File: src/rtl/frame_pop_pkg.sv
package frame_pop_pkg;

  // Strobes from control to datapath
  typedef struct packed {
    logic capture;   // latch request operands
    logic adjust;    // add scaled frame size to pointer
    logic loadStep;  // retire one load: pointer += 4, drop mask bit
    logic jumpRead;  // latch jump target from register file
  } dpCtl_t;

  typedef enum logic [2:0] {
    ST_IDLE,
    ST_ADJ,
    ST_LOAD,
    ST_JRD,
    ST_JGO
  } seqState_t;

endpackage

File: src/rtl/frame_pop_dp.sv
module frame_pop_dp
  import frame_pop_pkg::*;
#(
  parameter int XLEN     = 32,
  parameter int MASK_W   = 12,
  parameter int IMM_W    = 5,
  parameter int IDX_W    = 5,
  parameter int REG_BASE = 20
) (
  input  logic              clk,
  input  logic              rst_n,
  input  dpCtl_t            ctl,
  input  logic [XLEN-1:0]   spIn,
  input  logic [IMM_W-1:0]  frameImm,
  input  logic [MASK_W-1:0] regMask,
  input  logic              jumpEn,
  input  logic [IDX_W-1:0]  jumpIdx,
  input  logic [XLEN-1:0]   memRespData,
  input  logic [XLEN-1:0]   rfRdData,
  output logic              pendEmpty,
  output logic              lastPend,
  output logic              jumpLatched,
  output logic [XLEN-1:0]   memReqAddr,
  output logic [IDX_W-1:0]  rfWrIdx,
  output logic [XLEN-1:0]   rfWrData,
  output logic [IDX_W-1:0]  rfRdIdx,
  output logic [XLEN-1:0]   pcTarget,
  output logic [XLEN-1:0]   spNext
);

  localparam int BIT_W = (MASK_W > 1) ? $clog2(MASK_W) : 1;
  localparam logic [XLEN-1:0] WORD_BYTES = XLEN'(4);

  logic [XLEN-1:0]   spQ;
  logic [IMM_W-1:0]  immQ;
  logic [MASK_W-1:0] pendQ;
  logic [IDX_W-1:0]  jIdxQ;
  logic              jEnQ;
  logic [XLEN-1:0]   targetQ;
  logic [BIT_W-1:0]  curBit;
  logic [MASK_W-1:0] pendCleared;
  logic [IDX_W-1:0]  regTable [MASK_W];

  // Fixed mask-bit to register mapping
  for (genvar g = 0; g < MASK_W; g++) begin : gRegMap
    assign regTable[g] = IDX_W'(REG_BASE + g);
  end

  // Lowest pending bit
  always_comb begin
    curBit = '0;
    for (int i = MASK_W - 1; i >= 0; i--) begin
      if (pendQ[i]) curBit = BIT_W'(i);
    end
  end

  assign pendCleared = pendQ & (pendQ - MASK_W'(1));
  assign pendEmpty   = (pendQ == '0);
  assign lastPend    = !pendEmpty && (pendCleared == '0);

  always_comb begin
    spNext = spQ;
    if (ctl.adjust)        spNext = spQ + XLEN'({immQ, 2'b00});
    else if (ctl.loadStep) spNext = spQ + WORD_BYTES;
  end

  always_ff @(posedge clk or negedge rst_n) begin
    if (!rst_n) begin
      spQ     <= '0;
      immQ    <= '0;
      pendQ   <= '0;
      jIdxQ   <= '0;
      jEnQ    <= 1'b0;
      targetQ <= '0;
    end else begin
      if (ctl.capture) begin
        spQ   <= spIn;
        immQ  <= frameImm;
        pendQ <= regMask;
        jIdxQ <= jumpIdx;
        jEnQ  <= jumpEn;
      end else begin
        spQ <= spNext;
        if (ctl.loadStep) pendQ <= pendCleared;
      end
      if (ctl.jumpRead) targetQ <= rfRdData;
    end
  end

  assign jumpLatched = jEnQ;
  assign memReqAddr  = spQ;
  assign rfWrIdx     = regTable[curBit];
  assign rfWrData    = memRespData;
  assign rfRdIdx     = jIdxQ;
  assign pcTarget    = targetQ;

endmodule

File: src/rtl/frame_pop_ctrl.sv
module frame_pop_ctrl
  import frame_pop_pkg::*;
(
  input  logic   clk,
  input  logic   rst_n,
  input  logic   startValid,
  input  logic   pendEmpty,
  input  logic   lastPend,
  input  logic   jumpLatched,
  input  logic   memRespValid,
  output dpCtl_t ctl,
  output logic   startReady,
  output logic   memReqValid,
  output logic   pcLoadValid,
  output logic   done
);

  seqState_t stateQ, stateD;

  always_comb begin
    stateD      = stateQ;
    ctl         = '0;
    startReady  = 1'b0;
    memReqValid = 1'b0;
    pcLoadValid = 1'b0;
    done        = 1'b0;
    unique case (stateQ)
      ST_IDLE: begin
        startReady = 1'b1;
        if (startValid) begin
          ctl.capture = 1'b1;
          stateD      = ST_ADJ;
        end
      end
      ST_ADJ: begin
        ctl.adjust = 1'b1;
        if (!pendEmpty)       stateD = ST_LOAD;
        else if (jumpLatched) stateD = ST_JRD;
        else begin
          done   = 1'b1;
          stateD = ST_IDLE;
        end
      end
      ST_LOAD: begin
        memReqValid = 1'b1;
        if (memRespValid) begin
          ctl.loadStep = 1'b1;
          if (lastPend) begin
            if (jumpLatched) stateD = ST_JRD;
            else begin
              done   = 1'b1;
              stateD = ST_IDLE;
            end
          end
        end
      end
      ST_JRD: begin
        ctl.jumpRead = 1'b1;
        stateD       = ST_JGO;
      end
      ST_JGO: begin
        pcLoadValid = 1'b1;
        done        = 1'b1;
        stateD      = ST_IDLE;
      end
      default: stateD = ST_IDLE;
    endcase
  end

  always_ff @(posedge clk or negedge rst_n) begin
    if (!rst_n) stateQ <= ST_IDLE;
    else        stateQ <= stateD;
  end

endmodule

File: src/rtl/frame_pop_seq.sv
module frame_pop_seq
  import frame_pop_pkg::*;
#(
  parameter int XLEN     = 32,
  parameter int MASK_W   = 12,
  parameter int IMM_W    = 5,
  parameter int IDX_W    = 5,
  parameter int REG_BASE = 20
) (
  input  logic              clk,
  input  logic              rst_n,
  input  logic              startValid,
  output logic              startReady,
  input  logic [IMM_W-1:0]  frameImm,
  input  logic [MASK_W-1:0] regMask,
  input  logic              jumpEn,
  input  logic [IDX_W-1:0]  jumpIdx,
  input  logic [XLEN-1:0]   spIn,
  output logic              memReqValid,
  output logic [XLEN-1:0]   memReqAddr,
  input  logic              memRespValid,
  input  logic [XLEN-1:0]   memRespData,
  output logic              rfWrEn,
  output logic [IDX_W-1:0]  rfWrIdx,
  output logic [XLEN-1:0]   rfWrData,
  output logic [IDX_W-1:0]  rfRdIdx,
  input  logic [XLEN-1:0]   rfRdData,
  output logic              pcLoadValid,
  output logic [XLEN-1:0]   pcLoadAddr,
  output logic              spWrEn,
  output logic [XLEN-1:0]   spWrData,
  output logic              done
);

  dpCtl_t ctl;
  logic   pendEmpty;
  logic   lastPend;
  logic   jumpLatched;

  frame_pop_ctrl u_ctrl (
    .clk          (clk),
    .rst_n        (rst_n),
    .startValid   (startValid),
    .pendEmpty    (pendEmpty),
    .lastPend     (lastPend),
    .jumpLatched  (jumpLatched),
    .memRespValid (memRespValid),
    .ctl          (ctl),
    .startReady   (startReady),
    .memReqValid  (memReqValid),
    .pcLoadValid  (pcLoadValid),
    .done         (done)
  );

  frame_pop_dp #(
    .XLEN     (XLEN),
    .MASK_W   (MASK_W),
    .IMM_W    (IMM_W),
    .IDX_W    (IDX_W),
    .REG_BASE (REG_BASE)
  ) u_dp (
    .clk         (clk),
    .rst_n       (rst_n),
    .ctl         (ctl),
    .spIn        (spIn),
    .frameImm    (frameImm),
    .regMask     (regMask),
    .jumpEn      (jumpEn),
    .jumpIdx     (jumpIdx),
    .memRespData (memRespData),
    .rfRdData    (rfRdData),
    .pendEmpty   (pendEmpty),
    .lastPend    (lastPend),
    .jumpLatched (jumpLatched),
    .memReqAddr  (memReqAddr),
    .rfWrIdx     (rfWrIdx),
    .rfWrData    (rfWrData),
    .rfRdIdx     (rfRdIdx),
    .pcTarget    (pcLoadAddr),
    .spNext      (spWrData)
  );

  assign rfWrEn = ctl.loadStep;
  assign spWrEn = done;

endmodule

File: config.mk
export PLATFORM = sky130hd
export DESIGN_NAME = frame_pop_seq
export DESIGN_NICKNAME = d
export VERILOG_FILES = /design/src/rtl/frame_pop_pkg.sv /design/src/rtl/frame_pop_dp.sv /design/src/rtl/frame_pop_ctrl.sv /design/src/rtl/frame_pop_seq.sv
export SDC_FILE = /design/constraint.sdc
export NUM_CORES = 1
export LEC_CHECK = 0
export ABC_AREA = 1
export BUFFER_PORTS_ARGS = -buffer_cell sky130_fd_sc_hd__clkbuf_2
export CAP_MARGIN = 10
export CORE_UTILIZATION = 46
export DETAILED_ROUTE_END_ITERATION = 8
export PLACE_DENSITY = 0.79
export SLEW_MARGIN = 20
export SYNTH_ARGS = -nofsm -noshare
export SYNTH_HDL_FRONTEND = slang
export SYNTH_SLANG_ARGS = --single-unit
File: constraint.sdc
create_clock -name clk -period 2.3 [get_ports clk]
set_clock_uncertainty 0.15 [all_clocks]
set_input_delay 0.115 -clock clk [delete_from_list [all_inputs] [get_ports clk]]
set_output_delay 0.115 -clock clk [all_outputs]
set_load 0.02 [all_outputs]
-- Word level (Yosys, flattened, before mapping)
Memories as Yosys holds them, arrays and structs flattened.
Index checks and enable logic that the tools add are counted.
- register bits after elaboration: 90
- bits in read-only memories: 80
- word-level logic and storage cells: 67
- memories: 1
- memories (name ; depth ; width ; read ports ; clocked after Yosys merged registers in ; write ports ; line ; text):
    (no name shown) ; 16 ; 5 ; 1 ; 0 ; 0 ; frame_pop_dp.sv:92 ; assign rfWrIdx = regTable[curBit];
- add/subtract/negate cells: 3
- order comparisons: 1
- equal/unequal tests: 7
- mux-type cells: 39
- bitwise gates (word level): 2
- reductions and logical operators: 7
- operator list (operator ; count):
    32-bit 2-to-1 mux ; 3
    4-bit 2-to-1 mux ; 12
    32-bit by 3-bit adder with 32-bit output (second input constant) ; 1
    32-bit by 7-bit adder with 32-bit output ; 1
    12-bit zero test ; 2
    12-bit 2-to-1 mux ; 2
    1-bit 2-to-1 mux ; 13
    12-bit AND ; 1
    3-bit 2-to-1 mux ; 4
    3-bit one-hot mux with 4 select lines ; 1
    12-bit by 1-bit subtractor with 12-bit output (second input constant) ; 1
    5-bit 2-to-1 mux ; 2
    3-bit by 2-bit equality test with 1-bit output (second input constant) ; 2
    2-bit inequality test (second input constant) ; 3
    5-bit greater-or-equal comparator (second input constant) ; 1
    4-bit inverter with 5-bit output ; 1
    3-bit by 1-bit equality test with 1-bit output (second input constant) ; 1
    3-bit equality test (second input constant) ; 1
    3-bit zero test ; 1
    1-bit one-hot mux with 3 select lines ; 1
    3-bit AND reduction ; 1
    2-bit 2-to-1 mux ; 1
    2-bit nonzero test ; 1
    1-bit logical AND ; 1
    1-bit zero test ; 1

-- Logic depth before layout (Yosys ltp)
Gate-level depths: netlist (run 1).
- depth after elaboration: 16
- gate-level depth with buffers: 15
- mapped depth without buffers: 15

-- Modules after synthesis
From an unflattened synthesis (run 1), not the netlist that was laid out.
- cells, all modules: 688
- area total of the unflattened synthesis: 5431.5 um2
- modules (own cells, without submodules) (module ; instances ; cells each ; area an instance (um2) ; seq. area each (um2)):
    frame_pop_dp ; 1 ; 647 ; 5159.9 ; 2177.1
    frame_pop_ctrl ; 1 ; 40 ; 264.0 ; 75.1
    frame_pop_seq ; 1 ; 1 ; 7.5 ; 0.0

-- Worst setup path after synthesis (run 1)
No wires, ideal clock.
- kind: register -> register
- from: register u_dp.spQ[2], in the netlist u_dp.memReqAddr[2]
- to: register u_dp.spQ[20], in the netlist u_dp.memReqAddr[20]
- library setup time: 0.066 ns
- arrival time: 2.192 ns
- slack: -0.108 ns
- stages on the path, launching flop included: 13
- cells stage by stage: dfrtp_1 ha_1 inv_1 fa_1 inv_1 nand2_1 nand3_1 nand2_1 nand2_4 nand3_1 xnor2_1 nand2_1 nand2_1
- word-level cells in the longest chain between the ends: 4
- elaborated cells between the ends (all ways): 5
- those cells by class: 2 x add/sub; 3 x mux
- ends and longest elaborated chain (item ; line ; text):
    start, declared ; frame_pop_dp.sv:34 ; logic [XLEN-1:0] spQ;
    start signal, assigned ; frame_pop_dp.sv:77 ; spQ <= spIn;
    start signal, assigned ; frame_pop_dp.sv:83 ; spQ <= spNext;
    32-bit by 3-bit adder with 32-bit output ; frame_pop_dp.sv:64 ; else if (ctl.loadStep) spNext = spQ + WORD_BYTES;
    32-bit 2-to-1 mux ; frame_pop_dp.sv:64 ;
    32-bit 2-to-1 mux * ; frame_pop_dp.sv:63 ; if (ctl.adjust) spNext = spQ + XLEN'({immQ, 2'b00});
    via spWrData[20] ; frame_pop_seq.sv:31 ; output logic [XLEN-1:0] spWrData,
    32-bit 2-to-1 mux * ; frame_pop_dp.sv:76 ; if (ctl.capture) begin
Mark *: on every way through the listed nets, which the timed path passes. The rest lies on a longest branch.
A chain may end at the register's enable or synchronous reset.

-- Worst setup path after layout (run 1)
- from: register u_dp.spQ[24], in the netlist u_dp.memReqAddr[24]
- to: output port spWrData[30]
- word-level cells in the longest chain between the ends: 3
- elaborated cells between the ends (all ways): 4
- those cells by class: 2 x add/sub; 2 x mux
- ends and longest elaborated chain (item ; line):
    32-bit by 3-bit adder with 32-bit output ; frame_pop_dp.sv:64
    32-bit 2-to-1 mux ; frame_pop_dp.sv:64
    32-bit 2-to-1 mux * ; frame_pop_dp.sv:63
    end, declared ; frame_pop_seq.sv:31
Every way passes the cells marked *; elsewhere a longest branch is shown, timed or not.

==> flow_summary.ini, run 1 <==
[setup_path]
critPathRequiredTime_ns = 2.04
path_class = reg -> out
crit_path_max_incr_delay_ns = 0.48
path_cells = nand2_1, nor2_1, inv_1, nor4_1, nand4_1, nand2_2, nand2_2, buf_8
arrival_ns = 2.32
critPathCaptureType = output pin
start_kind = flop
rr_startpoint = u_dp.memReqAddr[24]$_DFF_PN0_
cp_common_cell = nand2_2
crit_start = u_dp.memReqAddr[24]$_DFF_PN0_
path_max_fanout = 5
critical_path.slowest_cell = dfrtp_1

[floorplanning]
start_util_pct = 47.9
die-area_um2 = 11900
die_x_um = 109
fp-row-count = 38
ios = 267
coreArea_um2 = 11000
chipHeight_um = 109

[layout]
drive_above_1_share_pct = 35.9
num-fill-cells = 732
antennaDiodeCount = 0
utilization_pct = 76.5
fin_nets = 1146
regArea_um2 = 2260
multi_input_area_um2 = 2890
fin_cells = 1161
synthToLayoutAreaGrowth_pct = 59.7

[routing]
dr.pass1.iters = 7
wire_per_inst_um = 16.1
first_iter_violations = 442
vias = 5966
ant_nets = 0
wl_met2_um = 9190
remaining_drc_errors = 0
routed_via_density = 5.14
met1_length_um = 7220
routed.top_layer = met4
met3_length_um = 1580
wl_um = 18700

[cts]
clock_latency_ns = 0.34
htreeDepth = 3
cts_buffers = 9
clock-sinks = 90
cts_tree = built
ctsLongestPathBuffers = 2
clkTransAtPathRegs_ns = 0.07
root_buffer = clkbuf_16

[timing]
post-route-min-period_ns = 2.59
worstMarginPinSlew_ns = 0.947
finalCritPeriodShare_pct = 113
max_slew_margin_pct = 36.8
setup_violations = 28
setup_slack_ns = -0.288
fmax_mhz = 386
hold_viol_final = 0
slew_violations = 0
rsz0062_at_grt = true
tns_ns = -3.83

[placed_design]
dp_cells = 1024
dp_hpwl_um = 10900
portBuffers = 201
gp_congestion = 0.909
dp_slack_ns = 0.0251

[run]
drv_cap = 0

[outcome]
status = complete, but fails checks
violations = negative setup slack

[global_route]
gr-total-overflow = 0
grt_pass1_vias = 5871
grt_usage_pct = 30.5
grt_pass1_wl_um = 27900
antenna_found_initial = 0
grt_max_degree = 45

[power_and_ir_drop]
power.leakage_nw = 4.47
power_density_nw_per_um2 = 1420
ir_worst_vdd_mv = 0.868

[synthesis]
ys_types = 41
ys_seq_area_share_pct = 42.8
yosys_warnings = 0
synth_edf_count = 0
synth_flop_cell = dfrtp_1
syn_area_per_cell_um2 = 7.30
async_flop_share_pct = 100
synth_nets = 850
syn-cell-area_um2 = 5260
synth_cells = 720
ys_seq_elements = 90

[min_path]
hold_start = startValid
hold_class = in -> reg
## stage by stage
step           total power [mW]  hold slack (ns)  cell area (um^2)
2_1_floorplan              6.85           -0.331              5300
3_3_place_gp               8.66           0.0148              6280
3_5_place_dp               8.74           0.0117              6280
4_1_cts                    11.2           0.0162              8040
5_1_grt                    12.7           0.0371              8400
6_report                   11.9           0.0194              8400
## report_power, final
part / internal [mW] / total (mW) / switching (mW)
logic: 2.85 / 7.21 / 4.36
registers: 2.36 / 3.20 / 0.842
clock network: 0.857 / 1.52 / 0.667
total: 6.07 / 11.9 / 5.87
## placed cells by master (no fill, tap or decap), drive strengths merged, types with 2 or more instances in the layout
cell type	count
a21oi	6
a31oi	3
and2	3
buf	67
clkbuf	193
dfrtp	90
dlygate4sd3	89
ha	6
inv	64
nand2	337
nand3	24
nand3b	2
nand4	8
nor2	55
nor3	17
nor4	2
o211ai	7
o21ai	14
o21bai	3
o221ai	5
o31ai	2
xnor2	10
xor2	6
## layout make-up
class,count,share of cell area [%]
Clock buffer,10,2.73
Clock inverter,6,0.864
Inverter,61,2.76
Multi-Input combinational cell,515,34.4
Sequential cell,90,26.9
Tap cell,140,2.09
Timing Repair Buffer,339,30.3
## cell usage after synthesis, types with 3 or more instances
library cell    n  area share (%)
nor2_1         51             3.6
xnor2_1         7             1.2
clkbuf_1        7            0.50
nand4_1         8            0.95
ha_1            6             1.4
xnor2_2         3            0.93
nor3_1         15             1.4
and2_1          3            0.36
o21ai_1         3            0.29
buf_2           8            0.76
xor2_1          6             1.0
nand2_1       328              23
nor2_2          3            0.36
buf_4          37             5.3
o211ai_1        7             1.0
nand3_1        22             2.1
dfrtp_1        90              43
o21bai_1        3            0.43
a21oi_1         6            0.57
inv_2           4            0.29
o221ai_1        5            0.83
nand2_4         4            0.86
o21ai_0        10            0.95
inv_1          57             4.1
nand2_2         4            0.48
a31oi_1         3            0.36
## final timing paths
path	to	slack [ns]	depth (start not counted)
min reg2reg	u_dp.pcTarget[0]$_DFFE_PN0P_	0.32	2
max in group asynchronous	u_ctrl.stateQ[2]$_DFFE_PN0P_	1.23	3
min in group asynchronous	u_dp.pendQ[5]$_DFFE_PN0P_	0.18	2
min	u_ctrl.stateQ[0]$_DFFE_PN0P_	0.02	5
max reg2reg	u_dp.memReqAddr[30]$_DFF_PN0_	-0.06	10
max	spWrData[30]	-0.29	8
## registers in the layout, summed over array words and instances, names as in the netlist
register,flops
u_ctrl.stateQ,3
u_dp.immQ,5
u_dp.jumpLatched,1
u_dp.memReqAddr,32
u_dp.pcTarget,32
u_dp.pendQ,12
u_dp.rfRdIdx,5
## worst max-delay path, delay by kind of cell (launching register included)
kind / cells / cell delay [ns]
flip-flops: 1 / 0.48
AND/OR/NAND/NOR: 6 / 1.25
buffers and inverters: 2 / 0.24
## metal layers
metal	vias up	track usage [%]
li1	2790	-
met1	2776	35.8
met2	335	51.9
met3	65	8.31
met4	0	13.4
met5	-	0
## what timing repair did
action / in CTS / in global routing
setup endpoints to repair: 31 / 35
setup buffers: 19 / 13
gates resized for setup: 87 / 81
endpoints found under the hold margin: 130 / 0
hold buffers: 89 / 0
pin swaps: 17 / 25
## cell families (layout without fill, tap and decap cells)
logic type	after synthesis	count (layout)	synth area share, %
flops	90	90	42.8
compound gates	43	43	5.31
buf+inv	115	416	11.3
other cells	1	1	0.0713
xor+xnor	16	16	3.09
simple gates	448	448	35.6
fa+ha+maj	7	7	1.81
(Power assumes the default switching activity.)
==> run 2: changes to the inputs <==
- CORE_UTILIZATION: 46 -> 47
- PLACE_DENSITY: 0.79 -> 0.8
- SYNTH_HIERARCHICAL: unset -> 1
==> run 2 against run 1 <==
- the run still ends with negative setup slack left
- final area up 3.2%
- sequential power is essentially flat
- non-clock buffer count decreased by 5
- clock power about the same
- sequential cell count did not move
- combinational power increased by 12%
- first-iteration DRC count grew 14%
- synthesized cell count decreased by 4.4%
==> flow_summary.ini, run 2 <==
[global_route]
grt_max_degree = 47
grt_pass1_wl_um = 27900
antenna_found_initial = 0
grt_pass1_vias = 5860
gr-total-overflow = 0
grt_usage_pct = 31.1

[synthesis]
synthTopCellsByCount = nand2_1 (241), dfrtp_1 (90), inv_1 (72)
synth_xor_area_share_pct = 2.49
ys_seq_area_share_pct = 41.5
synth_cells = 688
async_flop_share_pct = 100
yosys_warnings = 6
yosysMostFrequentCell = nand2_1
synth_top_family_by_area = simple AND/OR/NAND/NOR gates
ys_seq_elements = 90
synth_top_area_share_pct = 41.5
synthTopCellsByArea = dfrtp_1 (41%), nand2_1 (17%), mux2_2 (5.8%)
synth_adder_area_share_pct = 1.75
synth_flop_cell = dfrtp_1
synth_simple_gate_area_share_pct = 30.1
synth-compound-area-share_pct = 5.37
syn-cell-area_um2 = 5430
synth_nets = 818
synth_edf_count = 0
synth_mux_area_share_pct = 6.63
yosys.area.top_type = dfrtp_1
ys_types = 44
syn_area_per_cell_um2 = 7.89

[layout]
num-fill-cells = 641
final_design_area_no_fill_um2 = 8670
fin_nets = 1108
final_common_cell = nand2_1
antennaDiodeCount = 0
final_cell_mix = nand2_1 (208), clkbuf_2 (171), dlygate4sd3_1 (88)
drive_above_1_share_pct = 42.8
synthToLayoutAreaGrowth_pct = 59.6

[placed_design]
portBuffers = 201
dpl_cell_area_um2 = 6400
dp_hpwl_um = 10900
dp_slack_ns = 0.0150
gp_congestion = 0.919

[power_and_ir_drop]
ir_worst_vdd_mv = 1.05
total_power_mw = 12.8
power_density_nw_per_um2 = 1480
power.leakage_nw = 4.46

[setup_path]
critPathCaptureType = output pin
r2r_setup_slack_ns = -0.05
rr_startpoint = u_dp/memReqAddr[3]$_DFF_PN0_
critical_path.slowest_cell = dfrtp_1
arrival_ns = 2.32
path_cells = nor2_1, nand2_1, inv_1, nand2_4, o21ai_2, nand4_1, nor2_1, nand2_1, nor2_1, nand2_1, nand3_2, buf_8
r2r-end = u_dp/memReqAddr[23]$_DFF_PN0_
path_class = reg -> out
r2r_cells = 14
critPathRequiredTime_ns = 2.04
start_kind = flop
crit_path_max_incr_delay_ns = 0.43
path_max_fanout = 4

[floorplanning]
start_util_pct = 49.2
die_x_um = 110
chipHeight_um = 110
coreArea_um2 = 11000
fp-row-count = 38
ios = 267
die-area_um2 = 12000

[timing]
hold_viol_final = 0
worstMarginPinSlew_ns = 0.607
fmax_mhz = 387
setup_violations = 27
post-route-min-period_ns = 2.59
rsz0062_at_grt = true
setup_slack_ns = -0.286
finalCritPeriodShare_pct = 112
hold_ws_ns = 0.0273
max_slew_margin_pct = 59.5
slew_violations = 0

[routing]
vias = 6066
ant_nets = 0
routed_via_density = 5.41
wl_um = 19700
remaining_drc_errors = 0
first_iter_violations = 502
wire_per_inst_um = 17.5
dr.pass1.iters = 5

[outcome]
violations = negative setup slack
status = complete, but fails checks

[min_path]
hold_class = in -> reg
holdPathStages = 5
hold_start = startValid
min_to = u_ctrl/stateQ[0]$_DFFE_PN0P_

[cts]
clock_latency_ns = 0.35
ctsLongestPathBuffers = 2
cts_buffers = 9
clkTransAtPathRegs_ns = 0.07
root_buffer = clkbuf_16
clock-sinks = 90
htreeDepth = 3
cts_tree = built

[run]
drv_cap = 0
## run 2: routing by layer
metal	track usage, %	up-vias	part of all wire, %
li1	-	2713	-
met1	36.0	2854	36
met2	53.8	400	51
met3	6.58	99	8.9
met4	16.5	0	4.5
met5	0	-	0
## run 2: how the worst max path moves through the flow
| stage | end | startpoint |
|---|---|---|
| after global placement | spWrData[12] | u_dp/memReqAddr[2]$_DFF_PN0_ |
| after CTS | spWrData[17] | u_ctrl/stateQ[1]$_DFFE_PN0P_ |
| after floorplan | u_dp/memReqAddr[10]$_DFF_PN0_ | u_dp/memReqAddr[2]$_DFF_PN0_ |
| after global routing | spWrEn | u_dp/pendQ[6]$_DFFE_PN0P_ |
| final | spWrEn | u_dp/pendQ[6]$_DFFE_PN0P_ |
| after detailed placement | spWrEn | u_dp/pendQ[1]$_DFFE_PN0P_ |
## run 2: cell type report
class / count / area [um^2] / share of cell area (%)
Multi-Input combinational cell: 466 / 3090 / 35.6
Timing Repair Buffer: 334 / 2540 / 29.2
Sequential cell: 90 / 2260 / 26.0
Inverter: 77 / 310 / 3.58
Clock buffer: 10 / 239 / 2.76
Tap cell: 140 / 175 / 2.02
Clock inverter: 5 / 63.8 / 0.736
## run 2: report_power, final
group | switching [mW] | internal, mW
clock network | 0.654 | 0.873
registers | 0.842 | 2.37
logic | 4.85 | 3.23
total | 6.34 | 6.48
## run 2: kinds of logic (layout without fill, tap and decap cells)
| group | Yosys count | after routing |
|---|---|---|
| simple gates | 368 | 368 |
| fa+ha+maj | 7 | 7 |
| buf+inv | 132 | 426 |
| mux | 32 | 32 |
| compound gates | 46 | 46 |
| xor+xnor | 12 | 12 |
| flops | 90 | 90 |
| other cells | 1 | 1 |
## run 2: stage by stage
step           setup TNS [ns]  util, %  cells
3_5_place_dp                0     58.0    989
2_1_floorplan               0        -    688
4_1_cts                 -2.82     74.4   1107
5_1_grt                 -7.11     78.6   1122
3_3_place_gp                0     58.0    989
6_report                -4.59     78.6   1122
## run 2: what timing repair did
action,in CTS,in global routing
hold buffers,88,0
hold endpoints to repair,132,0
pin swaps,32,49
setup endpoints to repair,30,30
setup buffers,15,15
gates resized for setup,125,99
## run 2: worst max-delay path, delay by kind of cell (launching register included)
family / cells / cell delay, ns
buf+inv: 2 / 0.30
simple gates: 9 / 1.07
compound gates: 1 / 0.16
flops: 1 / 0.43
==> run 3: changes to the inputs <==
- CAP_MARGIN: 10 -> 0
- CORE_UTILIZATION: 47 -> 40
- PLACE_DENSITY: 0.8 -> 0.69
==> run 3 against run 2 <==
- the run still ends with negative setup slack left
- die area is 17% higher
- final cell count is 3.9% higher
- core utilization is 13 points lower
- sequential cell count stayed put
- via count is 4.8% lower
- final area is 0.29% higher
- combinational power is 3.2% lower
- fmax is 0.40% lower
- global-route usage is 6.5 points lower
- sequential share of layout area is 0.075 points lower
- total power is 2.4% lower
- largest power group unchanged
==> flow_summary.ini, run 3 (synthesis gave the netlist of run 2 again) <==
[layout]
drive_above_1_share_pct = 42.3
antennaDiodeCount = 0
final_cell_mix = nand2_1 (212), clkbuf_2 (171), dlygate4sd3_1 (88)
synthToLayoutAreaGrowth_pct = 60.1
num-fill-cells = 1024
final_design_area_no_fill_um2 = 8700
fin_nets = 1115
regArea_um2 = 2260
multi_input_area_um2 = 3050
final_common_cell = nand2_1

[routing]
remaining_drc_errors = 0
vias = 5776
wl_um = 18000
wire_per_inst_um = 15.4
routed.top_layer = met4
met3_length_um = 1150
dr.pass1.iters = 6
met1_length_um = 7530
first_iter_violations = 368
routed_via_density = 4.95
wl_met2_um = 8760
ant_nets = 0

[setup_path]
path_cells = inv_2, nor2_4, and3_4, nand2_4, nor2_4, nand2_2, nand2_4, nand2_8, nor2_8, nand2_2, nand2_2, and2_4, buf_6
crit_buf_inv = 2
r2r_setup_slack_ns = 0.04
r2r_cells = 14
critPathCaptureType = output pin
r2r-end = u_dp/memReqAddr[17]$_DFF_PN0_
crit_path_max_incr_delay_ns = 0.43
critPathRequiredTime_ns = 2.04
path_delay_family = simple AND/OR/NAND/NOR gates
arrival_ns = 2.33
rr_startpoint = u_ctrl/stateQ[1]$_DFFE_PN0P_
cp_common_cell = nand2_2
start_kind = flop
critical_path.slowest_cell = dfrtp_1
path_class = reg -> out
path_max_fanout = 7

[cts]
clkTransAtPathRegs_ns = 0.07
cts_buffers = 9
htreeDepth = 3
clock-sinks = 90
root_buffer = clkbuf_16
cts_tree = built
clock_latency_ns = 0.36
ctsLongestPathBuffers = 2

[timing]
hold_viol_final = 0
slew_violations = 0
rsz0062_at_grt = true
post-route-min-period_ns = 2.60
max_slew_margin_pct = 63.6
worstMarginPinSlew_ns = 0.546
setup_slack_ns = -0.296
hold_ws_ns = 0.0445
setup_violations = 27
fmax_mhz = 385
finalCritPeriodShare_pct = 113

[floorplanning]
die-area_um2 = 14000
die_x_um = 119
start_util_pct = 41.0
fp-row-count = 42
ios = 267
chipHeight_um = 119
coreArea_um2 = 13200

[power_and_ir_drop]
total_power_mw = 12.5
power.leakage_nw = 4.47
ir_worst_vdd_mv = 0.996
power_density_nw_per_um2 = 1440

[global_route]
antenna_found_initial = 0
grt_pass1_vias = 5625
gr-total-overflow = 0
grt_max_degree = 37
grt_usage_pct = 24.5
grt_pass1_wl_um = 27100

[outcome]
status = complete, but fails checks
violations = negative setup slack

[min_path]
min_to = u_ctrl/stateQ[0]$_DFFE_PN0P_
hold_start = startValid
holdPathStages = 5
hold_class = in -> reg

[run]
drv_cap = 0

[placed_design]
gp_congestion = 0.887
dpl_cell_area_um2 = 6510
dp_hpwl_um = 11600
portBuffers = 201
run 3: cell types whose count changed in the layout (fill, tap and decap cells not counted), moves of 2 or more:
| cell | delta |
|---|---|
| a21oi_2 | +2 |
| buf_4 | +8 |
| buf_6 | +6 |
| buf_8 | -12 |
| clkbuf_8 | +3 |
| inv_1 | +3 |
| nand2_1 | +4 |
| nand2_4 | -6 |
| nor2_1 | +3 |
| nor2_4 | -2 |
run 3: layer usage:
layer  vias to the layer above  GRT usage, %
met4                         0          9.10
met3                        51          5.60
met5                         -             0
met2                       272          41.7
li1                       2739             -
met1                      2714          30.1
run 3: area by class of cell:
cell class,count,area share [%]
Multi-Input combinational cell,466,35.1
Timing Repair Buffer,341,29.4
Sequential cell,90,26.0
Inverter,77,3.53
Clock buffer,10,2.63
Tap cell,176,2.53
Clock inverter,6,0.835
run 3: power by group:
| part | internal [mW] | total (mW) | leakage, nW | switching (mW) |
|---|---|---|---|---|
| sequential | 2.37 | 3.14 | 1.10 | 0.772 |
| combinational | 3.21 | 7.82 | 3.23 | 4.62 |
| clock | 0.857 | 1.55 | 0.144 | 0.691 |
run 3: through the flow:
stage	worst slack [ns]	utilization [%]	setup TNS, ns	instances
after global placement	0.0799	49.2	0	1032
after global routing	-0.387	65.7	-6.88	1166
after detailed placement	0.0434	49.2	0	1032
final	-0.296	65.7	-3.88	1166
after CTS	-0.178	61.2	-3.16	1150
after floorplan	0.00599	-	0	688
run 3: how the worst max path moves through the flow:
stage	from	to	slack, ns	cells after the start
after global placement	u_dp/pendQ[0]$_DFFE_PN0P_	done	0.08	12
after detailed placement	u_dp/pendQ[1]$_DFFE_PN0P_	done	0.04	12
after CTS	u_ctrl/stateQ[0]$_DFFE_PN0P_	spWrData[9]	-0.18	11
after floorplan	u_dp/memReqAddr[2]$_DFF_PN0_	u_dp/memReqAddr[10]$_DFF_PN0_	0.006	10
after global routing	u_dp/pendQ[1]$_DFFE_PN0P_	done	-0.39	12
final	u_ctrl/stateQ[1]$_DFFE_PN0P_	spWrData[19]	-0.30	13
run 3: worst register-to-register path: cells and delay by family (launching register included):
kind            cells  cell delay (ns)
simple gates        7             0.76
flops               1             0.43
buf+inv             5             0.61
compound gates      2             0.21
run 3: what timing repair did:
action,CTS,global route
hold endpoints to repair,174,0
pin swaps,24,47
hold buffers,88,0
setup buffers,14,19
endpoints found under the setup margin,30,35
resized for setup,75,128
